$ cat src/rtl/eparb_pkg.sv
package eparb_pkg;
    localparam int NMI_ID   = 2;
    localparam int HF_ID    = 3;
    localparam int MM_ID    = 4;
    localparam int BF_ID    = 5;
    localparam int SYS_LO   = 4;
    localparam int SYS_SW   = 6;
    localparam int SYS_HI   = 10;
    localparam int IRQ_BASE = 16;

    typedef enum logic [2:0] {
        A_SETEN  = 3'd0,
        A_CLREN  = 3'd1,
        A_SETPND = 3'd2,
        A_CLRPND = 3'd3,
        A_PRIO   = 3'd4,
        A_CTRL   = 3'd5,
        A_ACT    = 3'd6,
        A_PND    = 3'd7
    } addr_e;

    function automatic logic is_settable(int s, int nirq);
        return (s >= SYS_LO && s <= SYS_HI) || (s >= IRQ_BASE && s < IRQ_BASE + nirq);
    endfunction
endpackage

$ cat src/rtl/eparb_regs.sv
module eparb_regs
    import eparb_pkg::*;
#(
    parameter int NIRQ  = 14,
    parameter int PW    = 3,
    parameter int NSLOT = 30,
    parameter int IDW   = 5,
    parameter int GW    = 2
) (
    input  logic                      clk,
    input  logic                      rst_n,
    input  logic                      wr_en_i,
    input  logic [2:0]                waddr_i,
    input  logic [31:0]               wdata_i,
    output logic [NIRQ-1:0]           en_o,
    output logic [NSLOT-1:0][PW-1:0]  pri_o,
    output logic [GW-1:0]             grp_o,
    output logic [1:0]                fen_o
);
    typedef struct packed {
        logic [NIRQ-1:0]          en;
        logic [NSLOT-1:0][PW-1:0] pri;
        logic [GW-1:0]            grp;
        logic [1:0]               fen;
    } cfg_t;

    cfg_t st_d, st_q;

    always_comb begin
        st_d = st_q;
        if (wr_en_i) begin
            case (addr_e'(waddr_i))
                A_SETEN: st_d.en = st_q.en | wdata_i[NIRQ-1:0];
                A_CLREN: st_d.en = st_q.en & ~wdata_i[NIRQ-1:0];
                A_PRIO: begin
                    for (int s = 0; s < NSLOT; s++) begin
                        if (is_settable(s, NIRQ) && wdata_i[IDW-1:0] == IDW'(s))
                            st_d.pri[s] = wdata_i[8 +: PW];
                    end
                end
                A_CTRL: begin
                    st_d.grp = wdata_i[GW-1:0];
                    st_d.fen = wdata_i[5:4];
                end
                default: ;
            endcase
        end
    end

    always_ff @(posedge clk or negedge rst_n) begin
        if (!rst_n) st_q <= '0;
        else        st_q <= st_d;
    end

    assign en_o  = st_q.en;
    assign pri_o = st_q.pri;
    assign grp_o = st_q.grp;
    assign fen_o = st_q.fen;


    en_clear_chk: assert property (@(posedge clk) disable iff (!rst_n)
        (wr_en_i && waddr_i == A_CLREN) |=> ((st_q.en & $past(wdata_i[NIRQ-1:0])) == '0));


    en_set_chk: assert property (@(posedge clk) disable iff (!rst_n)
        (wr_en_i && waddr_i == A_SETEN) |=> ((st_q.en & $past(wdata_i[NIRQ-1:0])) == $past(wdata_i[NIRQ-1:0])));
endmodule

$ cat src/rtl/eparb_pick.sv
module eparb_pick #(
    parameter int NSLOT = 30,
    parameter int IDW   = 5,
    parameter int LW    = 4
) (
    input  logic [NSLOT-1:0]          req_i,
    input  logic [NSLOT-1:0][LW-1:0]  key_i,
    output logic                      valid_o,
    output logic [IDW-1:0]            id_o
);
    logic [LW-1:0] best;

    always_comb begin
        valid_o = 1'b0;
        id_o    = '0;
        best    = '1;
        for (int s = NSLOT - 1; s >= 0; s--) begin
            if (req_i[s] && (!valid_o || key_i[s] <= best)) begin
                valid_o = 1'b1;
                id_o    = IDW'(s);
                best    = key_i[s];
            end
        end
    end
endmodule

$ cat src/rtl/eparb_state.sv
module eparb_state
    import eparb_pkg::*;
#(
    parameter int NIRQ  = 14,
    parameter int NSLOT = 30,
    parameter int IDW   = 5
) (
    input  logic              clk,
    input  logic              rst_n,
    input  logic [NIRQ-1:0]   irq_i,
    input  logic              wr_en_i,
    input  logic [2:0]        waddr_i,
    input  logic [31:0]       wdata_i,
    input  logic              hf_req_i,
    input  logic [1:0]        flt_req_i,
    input  logic [1:0]        flt_ok_i,
    input  logic              take_i,
    input  logic [IDW-1:0]    win_i,
    input  logic              ret_i,
    input  logic [IDW-1:0]    ret_id_i,
    output logic [NSLOT-1:0]  pend_o,
    output logic [NSLOT-1:0]  act_o
);
    localparam int NSYSW = SYS_HI - SYS_SW + 1;

    typedef struct packed {
        logic [NIRQ-1:0]  irq;
        logic [NSLOT-1:0] pend;
        logic [NSLOT-1:0] act;
    } ev_t;

    ev_t st_d, st_q;
    logic [NSLOT-1:0] set_v, clr_v, act_v;

    always_comb begin
        set_v = '0;
        clr_v = '0;
        for (int k = 0; k < NIRQ; k++) begin
            if (irq_i[k] && !st_q.irq[k]) set_v[IRQ_BASE + k] = 1'b1;
        end
        if (wr_en_i) begin
            case (addr_e'(waddr_i))
                A_SETPND: for (int k = 0; k < NIRQ; k++) begin
                    if (wdata_i[k]) set_v[IRQ_BASE + k] = 1'b1;
                end
                A_CLRPND: for (int k = 0; k < NIRQ; k++) begin
                    if (wdata_i[k]) clr_v[IRQ_BASE + k] = 1'b1;
                end
                A_CTRL: begin
                    if (wdata_i[6]) set_v[NMI_ID] = 1'b1;
                    for (int j = 0; j < NSYSW; j++) begin
                        if (wdata_i[8 + j]) set_v[SYS_SW + j] = 1'b1;
                    end
                end
                default: ;
            endcase
        end
        if (hf_req_i) set_v[HF_ID] = 1'b1;
        for (int k = 0; k < 2; k++) begin
            if (flt_req_i[k]) begin
                if (flt_ok_i[k]) set_v[MM_ID + k] = 1'b1;
                else             set_v[HF_ID]     = 1'b1;
            end
        end
        if (take_i) clr_v[win_i] = 1'b1;

        act_v = st_q.act;
        if (ret_i)  act_v[ret_id_i] = 1'b0;
        if (take_i) act_v[win_i]    = 1'b1;

        st_d.irq  = irq_i;
        st_d.pend = (st_q.pend & ~clr_v) | set_v;
        st_d.act  = act_v;
    end

    always_ff @(posedge clk or negedge rst_n) begin
        if (!rst_n) st_q <= '0;
        else        st_q <= st_d;
    end

    assign pend_o = st_q.pend;
    assign act_o  = st_q.act;


    take_marks_active_chk: assert property (@(posedge clk) disable iff (!rst_n)
        take_i |=> st_q.act[$past(win_i)]);

    for (genvar k = 0; k < NIRQ; k++) begin : g_edge_chk

        edge_pends_chk: assert property (@(posedge clk) disable iff (!rst_n)
            (irq_i[k] && !st_q.irq[k]) |=> st_q.pend[IRQ_BASE + k]);
    end

    for (genvar k = 0; k < 2; k++) begin : g_esc_chk

        escalate_chk: assert property (@(posedge clk) disable iff (!rst_n)
            (flt_req_i[k] && !flt_ok_i[k]) |=> st_q.pend[HF_ID]);
    end
endmodule

$ cat src/rtl/exc_prio_arb.sv
module exc_prio_arb
    import eparb_pkg::*;
#(
    parameter int NIRQ = 14,
    parameter int PW   = 3,
    localparam int NSLOT = IRQ_BASE + NIRQ,
    localparam int IDW   = $clog2(NSLOT),
    localparam int GW    = $clog2(PW + 1),
    localparam int LW    = $clog2((1 << PW) + 3)
) (
    input  logic             clk,
    input  logic             rst_n,
    input  logic [NIRQ-1:0]  irq_i,
    input  logic             hf_req_i,
    input  logic [1:0]       flt_req_i,
    input  logic             reg_wr_i,
    input  logic [2:0]       reg_addr_i,
    input  logic [31:0]      reg_wdata_i,
    output logic [31:0]      reg_rdata_o,
    input  logic             take_ack_i,
    input  logic             ret_i,
    input  logic [IDW-1:0]   ret_id_i,
    output logic             sel_valid_o,
    output logic [IDW-1:0]   sel_id_o,
    output logic             preempt_req_o,
    output logic [LW-1:0]    exec_lvl_o
);
    localparam logic [LW-1:0] THREAD_LVL = '1;

    logic [NIRQ-1:0]          irq_en;
    logic [NSLOT-1:0][PW-1:0] pri;
    logic [GW-1:0]            grp;
    logic [1:0]               fen;
    logic [NSLOT-1:0]         pend, act, en_vec, req;
    logic [NSLOT-1:0][LW-1:0] key, plv;
    logic [LW-1:0]            exec_lvl;
    logic [1:0]               flt_ok;
    logic                     take, win_valid;
    logic [IDW-1:0]           win_id;

    eparb_regs #(.NIRQ(NIRQ), .PW(PW), .NSLOT(NSLOT), .IDW(IDW), .GW(GW)) u_regs (
        .clk(clk), .rst_n(rst_n), .wr_en_i(reg_wr_i), .waddr_i(reg_addr_i),
        .wdata_i(reg_wdata_i), .en_o(irq_en), .pri_o(pri), .grp_o(grp), .fen_o(fen)
    );

    always_comb begin
        for (int s = 0; s < NSLOT; s++) begin
            if (s == NMI_ID) begin
                key[s] = LW'(0); plv[s] = LW'(0);
            end else if (s == HF_ID) begin
                key[s] = LW'(1); plv[s] = LW'(1);
            end else begin
                key[s] = LW'(2) + LW'(pri[s]);
                plv[s] = LW'(2) + LW'(pri[s] >> grp);
            end
            if (s == NMI_ID || s == HF_ID)           en_vec[s] = 1'b1;
            else if (s == MM_ID)                     en_vec[s] = fen[0];
            else if (s == BF_ID)                     en_vec[s] = fen[1];
            else if (s >= SYS_SW && s <= SYS_HI)     en_vec[s] = 1'b1;
            else if (s >= IRQ_BASE)                  en_vec[s] = irq_en[s - IRQ_BASE];
            else                                     en_vec[s] = 1'b0;
        end
        req = pend & en_vec;
    end

    always_comb begin
        exec_lvl = THREAD_LVL;
        for (int s = 0; s < NSLOT; s++) begin
            if (act[s] && plv[s] < exec_lvl) exec_lvl = plv[s];
        end
        flt_ok[0] = fen[0] && (plv[MM_ID] < exec_lvl);
        flt_ok[1] = fen[1] && (plv[BF_ID] < exec_lvl);
    end

    eparb_pick #(.NSLOT(NSLOT), .IDW(IDW), .LW(LW)) u_pick (
        .req_i(req), .key_i(key), .valid_o(win_valid), .id_o(win_id)
    );

    assign preempt_req_o = win_valid && (plv[win_id] < exec_lvl);
    assign take          = take_ack_i && preempt_req_o;

    eparb_state #(.NIRQ(NIRQ), .NSLOT(NSLOT), .IDW(IDW)) u_state (
        .clk(clk), .rst_n(rst_n), .irq_i(irq_i), .wr_en_i(reg_wr_i),
        .waddr_i(reg_addr_i), .wdata_i(reg_wdata_i), .hf_req_i(hf_req_i),
        .flt_req_i(flt_req_i), .flt_ok_i(flt_ok), .take_i(take), .win_i(win_id),
        .ret_i(ret_i), .ret_id_i(ret_id_i), .pend_o(pend), .act_o(act)
    );

    always_comb begin
        case (addr_e'(reg_addr_i))
            A_SETEN, A_CLREN:   reg_rdata_o = 32'(irq_en);
            A_SETPND, A_CLRPND: reg_rdata_o = 32'(pend[NSLOT-1:IRQ_BASE]);
            A_CTRL:             reg_rdata_o = 32'(grp) | (32'(fen) << 4);
            A_ACT:              reg_rdata_o = 32'(act);
            A_PND:              reg_rdata_o = 32'(pend);
            default:            reg_rdata_o = '0;
        endcase
    end

    assign sel_valid_o = win_valid;
    assign sel_id_o    = win_id;
    assign exec_lvl_o  = exec_lvl;


    nmi_hold_chk: assert property (@(posedge clk) disable iff (!rst_n)
        act[NMI_ID] |-> !preempt_req_o);


    last_return_chk: assert property (@(posedge clk) disable iff (!rst_n)
        (ret_i && !take && act == (NSLOT'(1) << ret_id_i)) |=> (exec_lvl_o == THREAD_LVL));

    for (genvar j = 0; j < NSLOT; j++) begin : g_order_chk

        tie_order_chk: assert property (@(posedge clk) disable iff (!rst_n)
            (sel_valid_o && req[j]) |->
                (key[sel_id_o] < key[j]) || (key[sel_id_o] == key[j] && sel_id_o <= IDW'(j)));
    end
endmodule

$ cat config.mk
export PLATFORM = sky130hd
export DESIGN_NAME = exc_prio_arb
export DESIGN_NICKNAME = d
export VERILOG_FILES = /design/src/rtl/eparb_pkg.sv /design/src/rtl/eparb_regs.sv /design/src/rtl/eparb_pick.sv /design/src/rtl/eparb_state.sv /design/src/rtl/exc_prio_arb.sv
export SDC_FILE = /design/constraint.sdc
export NUM_CORES = 1
export LEC_CHECK = 0
export BUFFER_PORTS_ARGS = -buffer_cell sky130_fd_sc_hd__buf_4
export CAP_MARGIN = 15
export CELL_PAD_IN_SITES_DETAIL_PLACEMENT = 0
export CELL_PAD_IN_SITES_GLOBAL_PLACEMENT = 1
export CORE_ASPECT_RATIO = 1.75
export CORE_UTILIZATION = 50
export DETAILED_ROUTE_END_ITERATION = 6
export PLACE_DENSITY = 0.84
export SLEW_MARGIN = 10
export SYNTH_ARGS = -nofsm -noshare
export SYNTH_HDL_FRONTEND = slang
export SYNTH_HIERARCHICAL = 1
export SYNTH_SLANG_ARGS = --single-unit
$ cat constraint.sdc
create_clock -name clk -period 118 [get_ports clk]
set_input_delay 5.9 -clock clk [delete_from_list [all_inputs] [get_ports clk]]
set_output_delay 5.9 -clock clk [all_outputs]
set_load 0.02 [all_outputs]
==> out/results.ini, run 1 <==
[drt]
drtPass1Iterations=7
wl_per_cell_um=24.11
antenna_left=0
via_count=23771
viasPerCell=6.646
drc=1
drt-total-wl_mm=86.24
drtIter0Drc=1779

[logic_synthesis]
avgSynthCellArea_um2=7.969
netlist_area_um2=23680
ys_warn_count=6
syn_inst=2971

[clocking]
cts-root-buf=clkbuf_16
clockBufferDepth=2
clock_latency_ps=450
cts_hold_buffers=0
post_cts_resized=0
cts.reportedPaths.clkPinSlew_ps=70
cts_made_buffers=17
cts_setup_buffers=0
clock-sinks=155
tritoncts=done
htreeDepth=4

[setup_path]
worst-setup-path-type=flip-flop to output pin
endpoint_kind=output pin
rr_startpoint=u_state/pend_o[29]
cp-endpoint=preempt_req_o
cp_max_fo=27
rr_endpoint=u_state/pend_o[20]
cp_common_cell=ha_1
ff2ff_path_depth=187
cp.arrival_ps=42720
crit_start=u_state/pend_o[29]
slowest_stage=nor4_1
max_stage_delay_ps=1060
required_ps=112100
start_kind=flip-flop
ff2ff_setup_slack_ps=74400

[grt]
overflow=0
antenna_found_initial=3
grt_first_pass_wirelength_mm=131.7
grt_pass1_vias=23504
grt_max_degree=95
track_usage=0.3528

[die]
io-pin-count=105
rows=105
die_height_um=289.9
fp.coreArea_um2=46770
fp.dieArea_um2=48260
dieWidth_um=166.5
start_util=0.5062

[sta]
fin_crit_sh=0.4120
layout_setup_ws_ps=69380
timing.fmax_ghz=0.02057
finClkSkew_ps=8.724
worst_slew_pin_slew_ps=1223
slew_headroom=0.1774
fin_crit_ps=48620
hold_violations=0
rsz0062_at_grt=no
slew_viol_final=0
setup_viol=0
setup_tns_ps=0

[final_layout]
nFillCells=4535
area_delta_synth_final_pct=5.348
drive_gt1_frac=0.1402
layout_commonest_cell=nand2_1
layout_common_cells=nand2_1 (239), inv_1 (203), nor2_1 (196), o21ai_0 (194), ha_1 (189)
fin_nets=3226
post-route-util=0.5333

[run_status]
violations=design-rule violations
outcome=complete, but fails checks

[worst_hold_path]
hold_class=flip-flop to flip-flop

[placement]
port_buffers=84
dp_hpwl_mm=68.46
place_ws_ps=70660
finalWeightedCongestion=0.9895

[job]
maxCapViolCount=0

[worst max-delay path, delay by kind of cell (launching register included)]
family                     cells  cell delay (ps)
AOI/OAI and AO/OA             97            22030
adders and majority gates     23             6520
buffers and inverters          8             1080
DFF                            1              410
muxes                          6             2020
and+or+nand+nor               51            10040
[registers in the layout (all words and copies together), names as in the netlist, named ones only]
register and count:
u_regs/fen_o 2, u_regs/grp_o 2, u_regs/pri_o 63, u_state/act_o 30, u_state/pend_o 30, u_state/st_q 14
[worst min path at each step]
stage / start / end / slack [ps] / cells after the start
after floorplan: u_state/pend_o[0] / u_state/pend_o[0] / 450 / 1
after global placement: u_state/pend_o[1] / u_state/pend_o[1] / 460 / 1
after detailed placement: u_state/pend_o[1] / u_state/pend_o[1] / 470 / 1
after CTS: u_state/pend_o[1] / u_state/pend_o[1] / 490 / 1
after global routing: u_state/pend_o[1] / u_state/pend_o[1] / 520 / 1
final: u_state/pend_o[1] / u_state/pend_o[1] / 500 / 1
[per-stage QoR]
stage	cell area, µm²	hold slack (ps)	cells
3_3_place_gp	24350	463.8	3543
5_1_grt	24940	521.1	3577
2_1_floorplan	23950	454.8	3043
6_report	24940	498.5	3577
4_1_cts	24940	490.7	3575
3_5_place_dp	24350	470.7	3543
[per-layer routing]
metal | vias to the layer above | share of wire | global-route usage
met5 | - | 0.00013 | 0
met4 | 2 | 0.096 | 0.3098
met3 | 296 | 0.051 | 0.03710
met2 | 929 | 0.50 | 0.6359
met1 | 11471 | 0.35 | 0.3606
li1 | 11073 | - | -
[area by class of cell]
cell class	count	area, µm²	share of cell area
tap	588	735.7	0.02950
clock inverter	13	132.6	0.005318
antenna	1	2.502	0.0001003
timing repair buffer	98	735.7	0.02950
sequential	155	3884	0.1557
clock buffer	19	452.9	0.01816
multi-input combinational	2498	18230	0.7309
inverter	205	769.5	0.03085
Power of run 1 is not shown: default switching activity piles up to over one toggle a cycle in this logic, so the estimate is an artifact.
==> inputs of run 2 (changes only) <==
ABC_AREA = 1   (was not set)
CORE_UTILIZATION = 45   (was 50)
PLACE_DENSITY = 0.82   (was 0.84)
clock period = 47.5 ns   (was 118 ns; I/O delays follow)
==> run 2 against run 1 <==
The flow still finishes with violations (design-rule violations). Sequential cell count unchanged. Cell count increased by 14%. Critical endpoint unchanged. Sequential share of layout area increased by 1.8 points. Synthesized cell count increased by 16%. Global-route usage decreased by 4.4 points. Core utilization decreased by 5.5 points. Clock skew increased by 8.6 ps. Via count decreased by 6.6%.
==> out/results.ini, run 2 <==
[final_layout]
ff_latch_area_um2=3881  ; was 3884 µm²
drive_gt1_frac=0.1222  ; was 0.1402
layout_common_cells=nand2_1 (957), inv_1 (449), nand3_1 (393), nor2_1 (294), o21ai_0 (224)  ; was nand2_1 (239), inv_1 (203), nor2_1 (196), o21ai_0 (194), ha_1 (189)
multi_input_area_um2=14560  ; was 18230 µm²
nFillCells=4974  ; was 4535
diodes=0  ; was 1
fin_nets=3723  ; was 3226
layout_commonest_cell=nand2_1  ; unchanged
post-route-util=0.4787  ; was 0.5333
area_delta_synth_final_pct=5.458  ; was 5.348%
largest_register_ffs=63  ; unchanged

[sta]
timing.fmax_ghz=0.02895
slew_viol_final=0  ; unchanged
fin_crit_ps=34540
worst_slew_pin_slew_ps=1115  ; was 1223 ps
hold_violations=0  ; unchanged
fin_crit_sh=0.7272
setup_viol=0  ; unchanged
setup_tns_ps=0  ; unchanged
rsz0062_at_grt=no  ; unchanged
finClkSkew_ps=17.32  ; was 8.724 ps
slew_headroom=0.2539  ; was 0.1774

[clocking]
cts_made_buffers=17  ; unchanged
clock_latency_ps=470  ; was 450 ps
htreeDepth=4  ; unchanged
cts_hold_buffers=0  ; unchanged
cts.reportedPaths.clkPinSlew_ps=80  ; was 70 ps
clockBufferDepth=2  ; unchanged
tritoncts=done  ; unchanged
cts-root-buf=clkbuf_16  ; unchanged
post_cts_resized=0  ; unchanged
clock-sinks=155  ; unchanged
cts_setup_buffers=0  ; unchanged

[die]
die_height_um=289.3  ; was 289.9 µm
start_util=0.4539  ; was 0.5062
rows=105  ; unchanged
dieWidth_um=166.2  ; was 166.5 µm
io-pin-count=105  ; unchanged
fp.dieArea_um2=48080  ; was 48260 µm²
fp.coreArea_um2=46770  ; unchanged

[placement]
port_buffers=84  ; unchanged
dp_hpwl_mm=60.46  ; was 68.46 mm
finalWeightedCongestion=1.028  ; was 0.9895

[job]
maxCapViolCount=0  ; unchanged

[logic_synthesis]
ys_warn_count=6  ; unchanged
netlist_area_um2=21230  ; was 23680 µm²
syn_inst=3461  ; was 2971
avgSynthCellArea_um2=6.133  ; was 7.969 µm²

[grt]
use_met2=0.5781  ; was 0.6359
busiest_layer=met2  ; unchanged
grt_use_met3=0.03251  ; was 0.03710
grt_pass1_vias=21612  ; was 23504
overflow=0  ; unchanged
use_met1=0.3080  ; was 0.3606
antenna_found_initial=0  ; was 3
grt_max_degree=92  ; was 95
track_usage=0.3084  ; was 0.3528
grt_first_pass_wirelength_mm=114.3  ; was 131.7 mm

[drt]
viasPerCell=5.452  ; was 6.646
drtPass1Iterations=7  ; unchanged
antenna_left=0  ; unchanged
via_count=22207  ; was 23771
drc=1  ; unchanged
drt-total-wl_mm=74.11  ; was 86.24 mm
wl_per_cell_um=18.20  ; was 24.11 µm
drtIter0Drc=1220  ; was 1779

[setup_path]
endpoint_kind=output pin  ; unchanged
start_kind=flip-flop  ; unchanged
worst-setup-path-type=flip-flop to output pin  ; unchanged
cp.arrival_ps=32170  ; was 42720 ps
cp_max_fo=34  ; was 27
rr_endpoint=u_state/pend_o[26]  ; was u_state/pend_o[20]
ff2ff_setup_slack_ps=14490  ; was 74400 ps
critPathBufInv=31  ; was 8
max_stage_delay_ps=740  ; was 1060 ps
ff2ff_path_depth=211  ; was 187
slowest_stage=inv_1  ; was nor4_1
cp_common_cell=nand2_2  ; was ha_1
rr_startpoint=u_state/pend_o[29]  ; unchanged
path_delay_family=compound AO/OA/AOI/OAI gates  ; unchanged
required_ps=45120  ; was 112100 ps

[worst_hold_path]
hold_class=flip-flop to flip-flop  ; unchanged
worstHoldStart=u_state/pend_o[14]  ; was u_state/pend_o[1]
min_to=u_state/pend_o[14]  ; was u_state/pend_o[1]
hold_depth=1  ; unchanged

[run_status]
violations=design-rule violations  ; unchanged
outcome=complete, but fails checks  ; unchanged

## run 2: area by class of cell
| class | instances | area share |
|---|---|---|
| Clock buffer | 17 | 0.01900 |
| Clock inverter | 15 | 0.008831 |
| Inverter | 489 | 0.08255 |
| Multi-Input combinational cell | 2712 | 0.6505 |
| Sequential cell | 155 | 0.1734 |
| Tap cell | 588 | 0.03286 |
| Timing Repair Buffer | 97 | 0.03286 |
## run 2: through the flow
| step | instance area [µm²] | setup WS [ps] | instances | hold WS [ps] |
|---|---|---|---|---|
| 3_5_place_dp | 21750 | 13540 | 4040 | 480.1 |
| 2_1_floorplan | 21460 | 18850 | 3524 | 443.1 |
| 6_report | 22390 | 12960 | 4073 | 497.2 |
| 4_1_cts | 22380 | 12950 | 4072 | 496.5 |
| 3_3_place_gp | 21750 | 14340 | 4040 | 469.2 |
| 5_1_grt | 22390 | 9823 | 4073 | 515.4 |
## run 2: worst max path at each step
| stage | depth (start not counted) | from | endpoint | slack (ps) |
|---|---|---|---|---|
| after global placement | 207 | u_state/pend_o[29] | preempt_req_o | 14340 |
| after detailed placement | 209 | u_state/pend_o[29] | preempt_req_o | 13540 |
| after global routing | 211 | u_state/pend_o[29] | preempt_req_o | 9820 |
| after floorplan | 232 | u_state/pend_o[29] | preempt_req_o | 18850 |
| final | 207 | u_state/pend_o[29] | preempt_req_o | 12960 |
| after CTS | 209 | u_state/pend_o[29] | preempt_req_o | 12950 |
## run 2: layer usage
layer | share of wire | vias to the layer above | wire length, µm
met3 | 0.039 | 186 | 2865
met5 | 0 | - | 0
met4 | 0.087 | 0 | 6480
met2 | 0.51 | 591 | 37870
met1 | 0.36 | 10296 | 26890
li1 | - | 11134 | -
Power of run 2 is left out for the same reason.
